--- config.mk ---
export PLATFORM = sky130hd
export DESIGN_NAME = txn_miss_ctrl
export DESIGN_NICKNAME = d
export VERILOG_FILES = /design/src/rtl/txn_miss_pkg.sv /design/src/rtl/txn_ack_counter.sv /design/src/rtl/txn_line_fsm.sv /design/src/rtl/txn_miss_ctrl.sv
export SDC_FILE = /design/constraint.sdc
export NUM_CORES = 1
export LEC_CHECK = 0
export ABC_AREA = 0
export BUFFER_PORTS_ARGS = -buffer_cell sky130_fd_sc_hd__buf_2
export CAP_MARGIN = 30
export CORE_UTILIZATION = 28
export DETAILED_ROUTE_END_ITERATION = 16
export GPL_TIMING_DRIVEN = 1
export HOLD_SLACK_MARGIN = 0.15
export PLACE_DENSITY_LB_ADDON = 0.08
export SKIP_LAST_GASP = 1
export SLEW_MARGIN = 30
export SYNTH_ARGS = -nofsm -noshare
export SYNTH_HDL_FRONTEND = slang
export SYNTH_SLANG_ARGS = --single-unit
--- constraint.sdc ---
create_clock -name clk_i -period 2.5 [get_ports clk_i]
set_input_delay 0.125 -clock clk_i [delete_from_list [all_inputs] [get_ports clk_i]]
set_output_delay 0.125 -clock clk_i [all_outputs]
set_load 0.02 [all_outputs]
--- src/rtl/txn_miss_pkg.sv ---
package txn_miss_pkg;
  typedef enum logic [2:0] {
    ST_NP  = 3'd0,
    ST_IS  = 3'd1,
    ST_ISE = 3'd2,
    ST_E   = 3'd3,
    ST_S   = 3'd4
  } line_st_e;
endpackage

--- src/rtl/txn_ack_counter.sv ---
module txn_ack_counter #(
  parameter int CNT_W = 6,
  parameter int EXP_W = 4
) (
  input  logic             clk_i,
  input  logic             rst_ni,
  input  logic             clr_i,
  input  logic             dec_i,
  input  logic             add_i,
  input  logic [EXP_W-1:0] add_val_i,
  output logic             zero_o
);
  localparam int PAD_W = CNT_W - EXP_W;

  logic signed [CNT_W-1:0] cnt_q, cnt_d, add_term, dec_term;

  always_comb begin
    add_term = add_i ? signed'({{PAD_W{1'b0}}, add_val_i}) : '0;
    dec_term = dec_i ? CNT_W'(1) : '0;
    cnt_d    = clr_i ? '0 : cnt_q + add_term - dec_term;
  end

  always_ff @(posedge clk_i or negedge rst_ni) begin
    if (!rst_ni) cnt_q <= '0;
    else         cnt_q <= cnt_d;
  end

  assign zero_o = (cnt_q == '0);
endmodule

--- src/rtl/txn_line_fsm.sv ---
module txn_line_fsm
  import txn_miss_pkg::*;
(
  input  logic     clk_i,
  input  logic     rst_ni,
  input  logic     load_req_i,
  input  logic     store_req_i,
  input  logic     resp_vld_i,
  input  logic     resp_nack_i,
  input  logic     data_vld_i,
  input  logic     fwd_gets_i,
  input  logic     zero_i,
  output logic     clr_o,
  output logic     dec_o,
  output logic     add_o,
  output line_st_e st_o,
  output logic     gets_o,
  output logic     done_o,
  output logic     retry_o,
  output logic     upgrade_o,
  output logic     fwd_data_o
);
  line_st_e st_q, st_d;
  logic nack_q, nack_d;
  logic gets_d, done_d, retry_d, upg_d, fwd_d;

  always_comb begin
    st_d    = st_q;
    nack_d  = nack_q;
    clr_o   = 1'b0;
    dec_o   = 1'b0;
    add_o   = 1'b0;
    gets_d  = 1'b0;
    done_d  = 1'b0;
    retry_d = 1'b0;
    upg_d   = 1'b0;
    fwd_d   = 1'b0;
    unique case (st_q)
      ST_NP: begin
        if (load_req_i) begin
          st_d   = ST_IS;
          clr_o  = 1'b1;
          nack_d = 1'b0;
          gets_d = 1'b1;
        end
      end
      ST_IS: begin
        dec_o = resp_vld_i;
        if (resp_vld_i && resp_nack_i) nack_d = 1'b1;
        if (data_vld_i) begin
          add_o = 1'b1;
          st_d  = ST_ISE;
        end
      end
      ST_ISE: begin
        if (zero_i) begin
          // all replies counted
          if (nack_q) begin
            st_d    = ST_NP;
            retry_d = 1'b1;
          end else begin
            st_d   = ST_E;
            done_d = 1'b1;
          end
        end else begin
          dec_o = resp_vld_i;
          if (resp_vld_i && resp_nack_i) nack_d = 1'b1;
        end
      end
      ST_E, ST_S: begin
        done_d = load_req_i;
        upg_d  = store_req_i;
        if (st_q == ST_E && fwd_gets_i) begin
          st_d  = ST_S;
          fwd_d = 1'b1;
        end
      end
      default: st_d = ST_NP;
    endcase
  end

  always_ff @(posedge clk_i or negedge rst_ni) begin
    if (!rst_ni) begin
      st_q       <= ST_NP;
      nack_q     <= 1'b0;
      gets_o     <= 1'b0;
      done_o     <= 1'b0;
      retry_o    <= 1'b0;
      upgrade_o  <= 1'b0;
      fwd_data_o <= 1'b0;
    end else begin
      st_q       <= st_d;
      nack_q     <= nack_d;
      gets_o     <= gets_d;
      done_o     <= done_d;
      retry_o    <= retry_d;
      upgrade_o  <= upg_d;
      fwd_data_o <= fwd_d;
    end
  end

  assign st_o = st_q;
endmodule

--- src/rtl/txn_miss_ctrl.sv ---
module txn_miss_ctrl #(
  parameter int NUM_CORES = 16,
  parameter int CNT_W     = 6,
  parameter int EXP_W     = $clog2(NUM_CORES)
) (
  input  logic             clk_i,
  input  logic             rst_ni,
  input  logic             load_req_i,
  input  logic             store_req_i,
  input  logic             resp_vld_i,
  input  logic             resp_nack_i,
  input  logic             data_vld_i,
  input  logic [EXP_W-1:0] data_ack_cnt_i,
  input  logic             fwd_gets_i,
  output logic [2:0]       state_o,
  output logic             gets_o,
  output logic             done_o,
  output logic             retry_o,
  output logic             upgrade_o,
  output logic             fwd_data_o
);
  import txn_miss_pkg::*;

  logic     clr, dec, add, zero;
  line_st_e st;

  txn_ack_counter #(
    .CNT_W(CNT_W),
    .EXP_W(EXP_W)
  ) i_cnt (
    .clk_i    (clk_i),
    .rst_ni   (rst_ni),
    .clr_i    (clr),
    .dec_i    (dec),
    .add_i    (add),
    .add_val_i(data_ack_cnt_i),
    .zero_o   (zero)
  );

  txn_line_fsm i_fsm (
    .clk_i      (clk_i),
    .rst_ni     (rst_ni),
    .load_req_i (load_req_i),
    .store_req_i(store_req_i),
    .resp_vld_i (resp_vld_i),
    .resp_nack_i(resp_nack_i),
    .data_vld_i (data_vld_i),
    .fwd_gets_i (fwd_gets_i),
    .zero_i     (zero),
    .clr_o      (clr),
    .dec_o      (dec),
    .add_o      (add),
    .st_o       (st),
    .gets_o     (gets_o),
    .done_o     (done_o),
    .retry_o    (retry_o),
    .upgrade_o  (upgrade_o),
    .fwd_data_o (fwd_data_o)
  );

  assign state_o = st;
endmodule

==> results.yml, run 1 <==
pwr:
  comb_power_share: 0.668
  p_sw_uw: 734
  leakage_uw: 0.000645
  totalPowerFinal_uw: 1650
  p_clk_frac: 0.089
  power.density_nw_per_um2: 1330
  peakVddDrop_v: 0.000522
  p_seq_frac: 0.244
  netSwitchingFraction: 0.446
  intPower_uw: 912
clock_network:
  clk_latency_ns: 0.29
  cts_max_level: 1
  cts_buffers: 3
  cts_buffer_depth: 2
  cts.sinks: 15
  root_buffer: "clkbuf_4"
  clk_pin_slew_ns: 0.10
  tritoncts: "done"
worst_setup_path:
  crit_required_ns: 2.68
  worstSetupStartpointType: "flip-flop"
  path_max_fanout: 2
  path_cells: "inv_1 -> ha_1 -> nand3_2 -> nand3b_1 -> a21oi_1 -> ha_1 -> inv_1 -> ha_2 -> fa_2 -> a21o_1 -> a21oi_2 -> xor2_1 -> nor2_1"
  worst_setup_path_end_kind: "flip-flop"
  critPathSlowestCell: "dfrtp_1"
  slowest_delay_ns: 0.37
  cp_num_cells: 13
  r2r_cells: 13
  path_delay_family: "adder cells"
  crit_buf_inv: 2
  cp.arrival_ns: 2.57
  critPathKind: "reg2reg"
layout:
  fill_cells: 346
  drive_gt1_frac: 0.287
  instances_no_fill: 180
  final_area_um2: 1230
  fin_util: 0.392
  area_growth_pct: 28.2
  diodes: 0
  nets: 160
place:
  gp_congestion: 0.735
  placed_area_um2: 1140
  dp_cells: 170
  io_buffers: 19
  dp_hpwl_um: 1620
floorplan:
  core.rowCount: 20
  start_util: 0.306
  die_x_um: 60.7
  coreArea_um2: 3150
  io_pins: 20
  die_h_um: 60.7
  dieArea_um2: 3680
sta:
  max_freq_ghz: 0.418
  rsz0062_at_grt: "yes"
  hold_viol: 0
  period_minus_slack_ns: 2.39
  finClkSkew_ns: 0.00447
  final-setup-viol-count: 0
  period_share: 0.956
  worst_pin_slew_ns: 0.365
  relSlewSlack: 0.756
  maxSlewViolCount: 0
  worst_hold_slack_ns: 0.279
logic_synthesis:
  synth_nets: 126
  synth_simple_gate_area_share: 0.214
  synth_compound_area_frac: 0.125
  yosysUniqueCellTypes: 33
  synth_ff_type: "dfrtp_1"
  yosysSeqAreaShare: 0.390
  synthXorXnorAreaFrac: 0.0273
  synth_fa_ha_area_frac: 0.151
  yosys_register_bits: 15
  syn_area_um2: 963
  yosys.area.top_type: "dfrtp_1"
  avgSynthCellArea_um2: 9.35
  synth_mux_area_frac: 0
  netlist.area_leader.share: 0.390
  ys_top_cells_by_area: "dfrtp_1, ha_1, inv_1"
  synth_edf_count: 0
  ys_async_sr_fraction: 1.00
  synthCells: 103
  synth_top_family_by_area: "simple AND/OR/NAND/NOR gates"
  yosys_warnings: 0
global_routing:
  antenna_found_initial: 0
  overflow: 0
  grt_util_all_layers: 0.133
  grt_max_degree: 16
  grt_pass1_vias: 792
  grt_pass1_wl_um: 3530
detailed_routing:
  first_pass_iters: 4
  postRouteAntennaNets: 0
  wl_um: 2130
  wl_per_cell_um: 11.8
  vias: 785
  remaining_drc_errors: 0
  drt_iter0_markers: 26
  via_per_inst: 4.36
min_path:
  min_path_type: "in2async"
status:
  status: "finished, final reports clean"
flow_run:
  maxCapViolations: 0
[logic make-up after synthesis]
kind of cell               after synthesis
DFF                                     15
adders and majority gates               11
and+or+nand+nor                         36
AOI/OAI and AO/OA                       19
buffers and inverters                   19
xor gates and xnor gates                 3
[power groups by stage]
stage / Clock, uW / Combinational [uW] / Sequential, uW
global route: 164 / 1250 / 412
detailed placement: 0 / 1060 / 407
floorplan: 0 / 740 / 459
CTS: 156 / 1080 / 402
global placement: 0 / 1060 / 406
finish: 146 / 1100 / 401
[sequential cells by signal, summed over array words and instances, names as in the netlist]
| register | count |
|---|---|
| i_fsm.retry_o | 1 |
| i_cnt.cnt_q | 6 |
| i_fsm.nack_q | 1 |
| i_fsm.st_o | 3 |
| i_fsm.done_o | 1 |
| i_fsm.gets_o | 1 |
| i_fsm.upgrade_o | 1 |
| i_fsm.fwd_data_o | 1 |
[area by class of cell]
class,count,area [um^2],share of cell area
multi-input combinational,69,512,0.414
sequential,15,375,0.304
timing repair buffer,32,205,0.166
inverter,16,60.1,0.0486
tap,44,55.1,0.0446
clock buffer,3,22.5,0.0182
clock inverter,1,5.00,0.00405
[worst reg2reg max path: cells and delay by family (launching register included)]
kind            cells  cell delay (ns)
flops               1             0.37
compound gates      3             0.38
buf+inv             2             0.12
xor+xnor            1             0.16
simple gates        3             0.22
fa+ha+maj           4             1.03
[metrics by stage]
step | setup slack [ns] | setup TNS (ns)
2_1_floorplan | 0.0864 | 0
3_3_place_gp | 0.0158 | 0
3_5_place_dp | 0.0209 | 0
4_1_cts | 0.00945 | 0
5_1_grt | -0.0531 | -0.0531
6_report | 0.110 | 0
[layout by cell type, fill, tap and decap left out, types with 2 or more instances in the layout]
cell,count
buf_2,19
ha_1,9
nand2b_1,2
buf_4,8
a21oi_1,7
nand2_1,8
nor3_2,2
dlygate4sd3_1,5
inv_1,16
nor2b_1,4
clkbuf_4,3
and3_1,2
xor2_1,2
dfrtp_1,15
nor2_1,7
a21o_1,4
o21ai_0,2
[cell usage after synthesis, types with 4 or more instances]
master / instances
ha_1: 10
a21o_1: 4
nand2_1: 8
nor2_1: 7
nor2b_1: 4
a21oi_1: 8
inv_1: 16
dfrtp_1: 15
[worst paths after layout]
kind / start / endpoint / slack [ns]
min: rst_ni / i_cnt.cnt_q[1] / 0.28
max: i_cnt.cnt_q[4] / i_cnt.cnt_q[4] / 0.11
max reg2reg: i_cnt.cnt_q[4] / i_cnt.cnt_q[4] / 0.11
min reg2reg: i_fsm.nack_q / i_fsm.st_o[1] / 0.55
max in group asynchronous: rst_ni / i_cnt.cnt_q[4] / 1.95
min in group clk_i: data_vld_i / i_fsm.st_o[1] / 0.29
[metal layers]
layer	GRT usage	part of all wire	up-vias
met4	0.0292	0.0089	0
met1	0.183	0.53	363
met5	0	0	-
met3	0.0448	0.033	2
li1	-	-	406
met2	0.204	0.43	14
[what timing repair did]
action	in CTS	in global routing
pin swaps	1	4
endpoints found under the setup margin	1	2
setup buffers	0	1
gates resized for setup	1	3
hold buffers	5	0
endpoints found under the hold margin	20	0
Power figures use the tool's default switching activity.
==> inputs of run 2 (changes only) <==
--- a/config.mk
+++ b/config.mk
@@ -8,11 +8,11 @@
 export ABC_AREA = 0
 export BUFFER_PORTS_ARGS = -buffer_cell sky130_fd_sc_hd__buf_2
 export CAP_MARGIN = 30
-export CORE_UTILIZATION = 28
+export CORE_UTILIZATION = 48
 export DETAILED_ROUTE_END_ITERATION = 16
 export GPL_TIMING_DRIVEN = 1
 export HOLD_SLACK_MARGIN = 0.15
-export PLACE_DENSITY_LB_ADDON = 0.08
+export PLACE_DENSITY = 0.74
 export SKIP_LAST_GASP = 1
 export SLEW_MARGIN = 30
 export SYNTH_ARGS = -nofsm -noshare
==> run 2 against run 1 <==
Against the previous run:
- clock skew increased by 0.00057 ns
- sequential cell count unchanged
- setup slack improved by 0.010 ns
- non-clock buffer count decreased by 5
- sequential power increased by 3%
- fmax increased by 0.43%
- die area decreased by 40%
- core utilization increased by 25 points
- highest routed layer unchanged
- largest cell class unchanged
- clock power decreased by 8%
==> results.yml, run 2 (synthesized netlist as in run 1, its figures left out) <==
worst_setup_path:
  path_delay_family: "adder cells"
  slowest_delay_ns: 0.37
  worst_setup_path_end_kind: "flip-flop"
  crit_path_frequent_cell: "ha_1"
  r2r_cells: 13
  crit_required_ns: 2.67
  path_max_fanout: 2
  crit_buf_inv: 2
  cp.arrival_ns: 2.55
  r2r_start: "i_cnt.cnt_q[4]"
  startpoint: "i_cnt.cnt_q[4]"
  r2r_slack_ns: 0.12
  critPathSlowestCell: "dfrtp_1"
  cp_num_cells: 13
  rr_endpoint: "i_cnt.cnt_q[4]"
  path_cells: "inv_1 -> ha_1 -> nand3_2 -> nand3b_1 -> a21oi_1 -> ha_1 -> inv_1 -> ha_1 -> fa_2 -> a21o_1 -> a21oi_1 -> xor2_1 -> nor2_1"
  cp-endpoint: "i_cnt.cnt_q[4]"
  critPathKind: "reg2reg"
  worstSetupStartpointType: "flip-flop"
layout:
  diodes: 0
  mostFrequentLayoutCell: "buf_2"
  area_growth_pct: 20.5
  top_register: "i_cnt.cnt_q"
  nets: 155
  final_cell_mix: "buf_2, inv_1, dfrtp_1"
  instances_no_fill: 156
  final_area_um2: 1160
  largest_reg_flops: 6
  drive_gt1_frac: 0.252
pwr:
  leakage_uw: 0.000623
  peakVddDrop_v: 0.000784
  totalPowerFinal_uw: 1560
  power.density_nw_per_um2: 1340
sta:
  finClkSkew_ns: 0.00504
  maxSlewViolCount: 0
  relSlewSlack: 0.774
  period_minus_slack_ns: 2.38
  final-setup-viol-count: 0
  period_share: 0.952
  hold_viol: 0
  worst_pin_slew_ns: 0.339
  worst_hold_slack_ns: 0.159
  fin_ws_ns: 0.120
  max_freq_ghz: 0.420
  rsz0062_at_grt: "yes"
flow_run:
  maxCapViolations: 0
clock_network:
  clk_pin_slew_ns: 0.08
  root_buffer: "clkbuf_4"
  cts_buffer_depth: 2
  cts.sinks: 15
  cts_buffers: 3
  tritoncts: "done"
  cts_max_level: 1
  clk_latency_ns: 0.28
detailed_routing:
  first_pass_iters: 4
  wl_per_cell_um: 12.1
  postRouteAntennaNets: 0
  vias: 779
  wl_um: 1890
  remaining_drc_errors: 0
  drt_iter0_markers: 11
  via_per_inst: 4.99
floorplan:
  io_pins: 20
  die_x_um: 46.8
  core.rowCount: 15
  dieArea_um2: 2190
  coreArea_um2: 1800
  start_util: 0.535
  die_h_um: 46.8
status:
  status: "finished, final reports clean"
global_routing:
  grt_pass1_wl_um: 3090
  grt_max_degree: 16
  grt_pass1_vias: 762
  grt_util_all_layers: 0.204
  overflow: 0
  antenna_found_initial: 0
place:
  io_buffers: 19
  dp_hpwl_um: 1480
  placed_area_um2: 1100
  post-place-ws_ns: 0.0577
  dp_cells: 149
  gp_congestion: 0.741
min_path:
  min_path_type: "in2reg"
[run 2: repair_timing]
item	in CTS	in global routing
hold endpoints to repair	17	0
gates resized for setup	0	2
setup endpoints to repair	0	2
hold buffers	3	0
setup buffers	0	0
[run 2: per-stage QoR]
stage / utilization / setup TNS, ns
after CTS: 0.640 / 0
after global routing: 0.644 / -0.0590
final: 0.644 / 0
after floorplan: - / 0
after global placement: 0.609 / 0
after detailed placement: 0.609 / 0
[run 2: worst register-to-register path, stage by stage, from the launching register on]
cell and delay [ns]:
dfrtp_1 0.37, inv_1 0.08, ha_1 0.16, nand3_2 0.08
nand3b_1 0.08, a21oi_1 0.07, ha_1 0.27, inv_1 0.04
ha_1 0.21, fa_2 0.36, a21o_1 0.17, a21oi_1 0.16
xor2_1 0.15, nor2_1 0.05
[run 2: per-layer routing]
layer | global-route usage | vias up | part of all wire
li1 | - | 396 | -
met1 | 0.246 | 362 | 0.45
met2 | 0.350 | 14 | 0.50
met3 | 0.0577 | 7 | 0.032
met4 | 0.0686 | 0 | 0.020
met5 | 0 | - | 0
[run 2: power breakdown]
| group | total [uW] | internal [uW] | switching [uW] |
|---|---|---|---|
| clock | 135 | 62.0 | 73.0 |
| sequential | 414 | 352 | 62.5 |
| combinational | 1010 | 445 | 565 |
| total | 1560 | 859 | 701 |
[run 2: how the worst min path moves through the flow]
stage | to | cells past startpoint | startpoint | slack, ns
after global placement | i_fsm.fwd_data_o | 1 | rst_ni | 0.04
after floorplan | i_cnt.cnt_q[0] | 0 | rst_ni | -0.17
after global routing | i_fsm.gets_o | 3 | load_req_i | 0.16
final | i_fsm.nack_q | 3 | resp_nack_i | 0.16
after CTS | i_fsm.nack_q | 3 | resp_nack_i | 0.15
after detailed placement | i_fsm.fwd_data_o | 1 | rst_ni | 0.05
[run 2: final cells by class]
type / instances / area [um^2]
inverter: 16 / 60.1
sequential: 15 / 375
fill: 164 / 641
timing repair buffer: 27 / 163
tap: 25 / 31.3
multi-input combinational: 69 / 505
clock buffer: 4 / 26.3
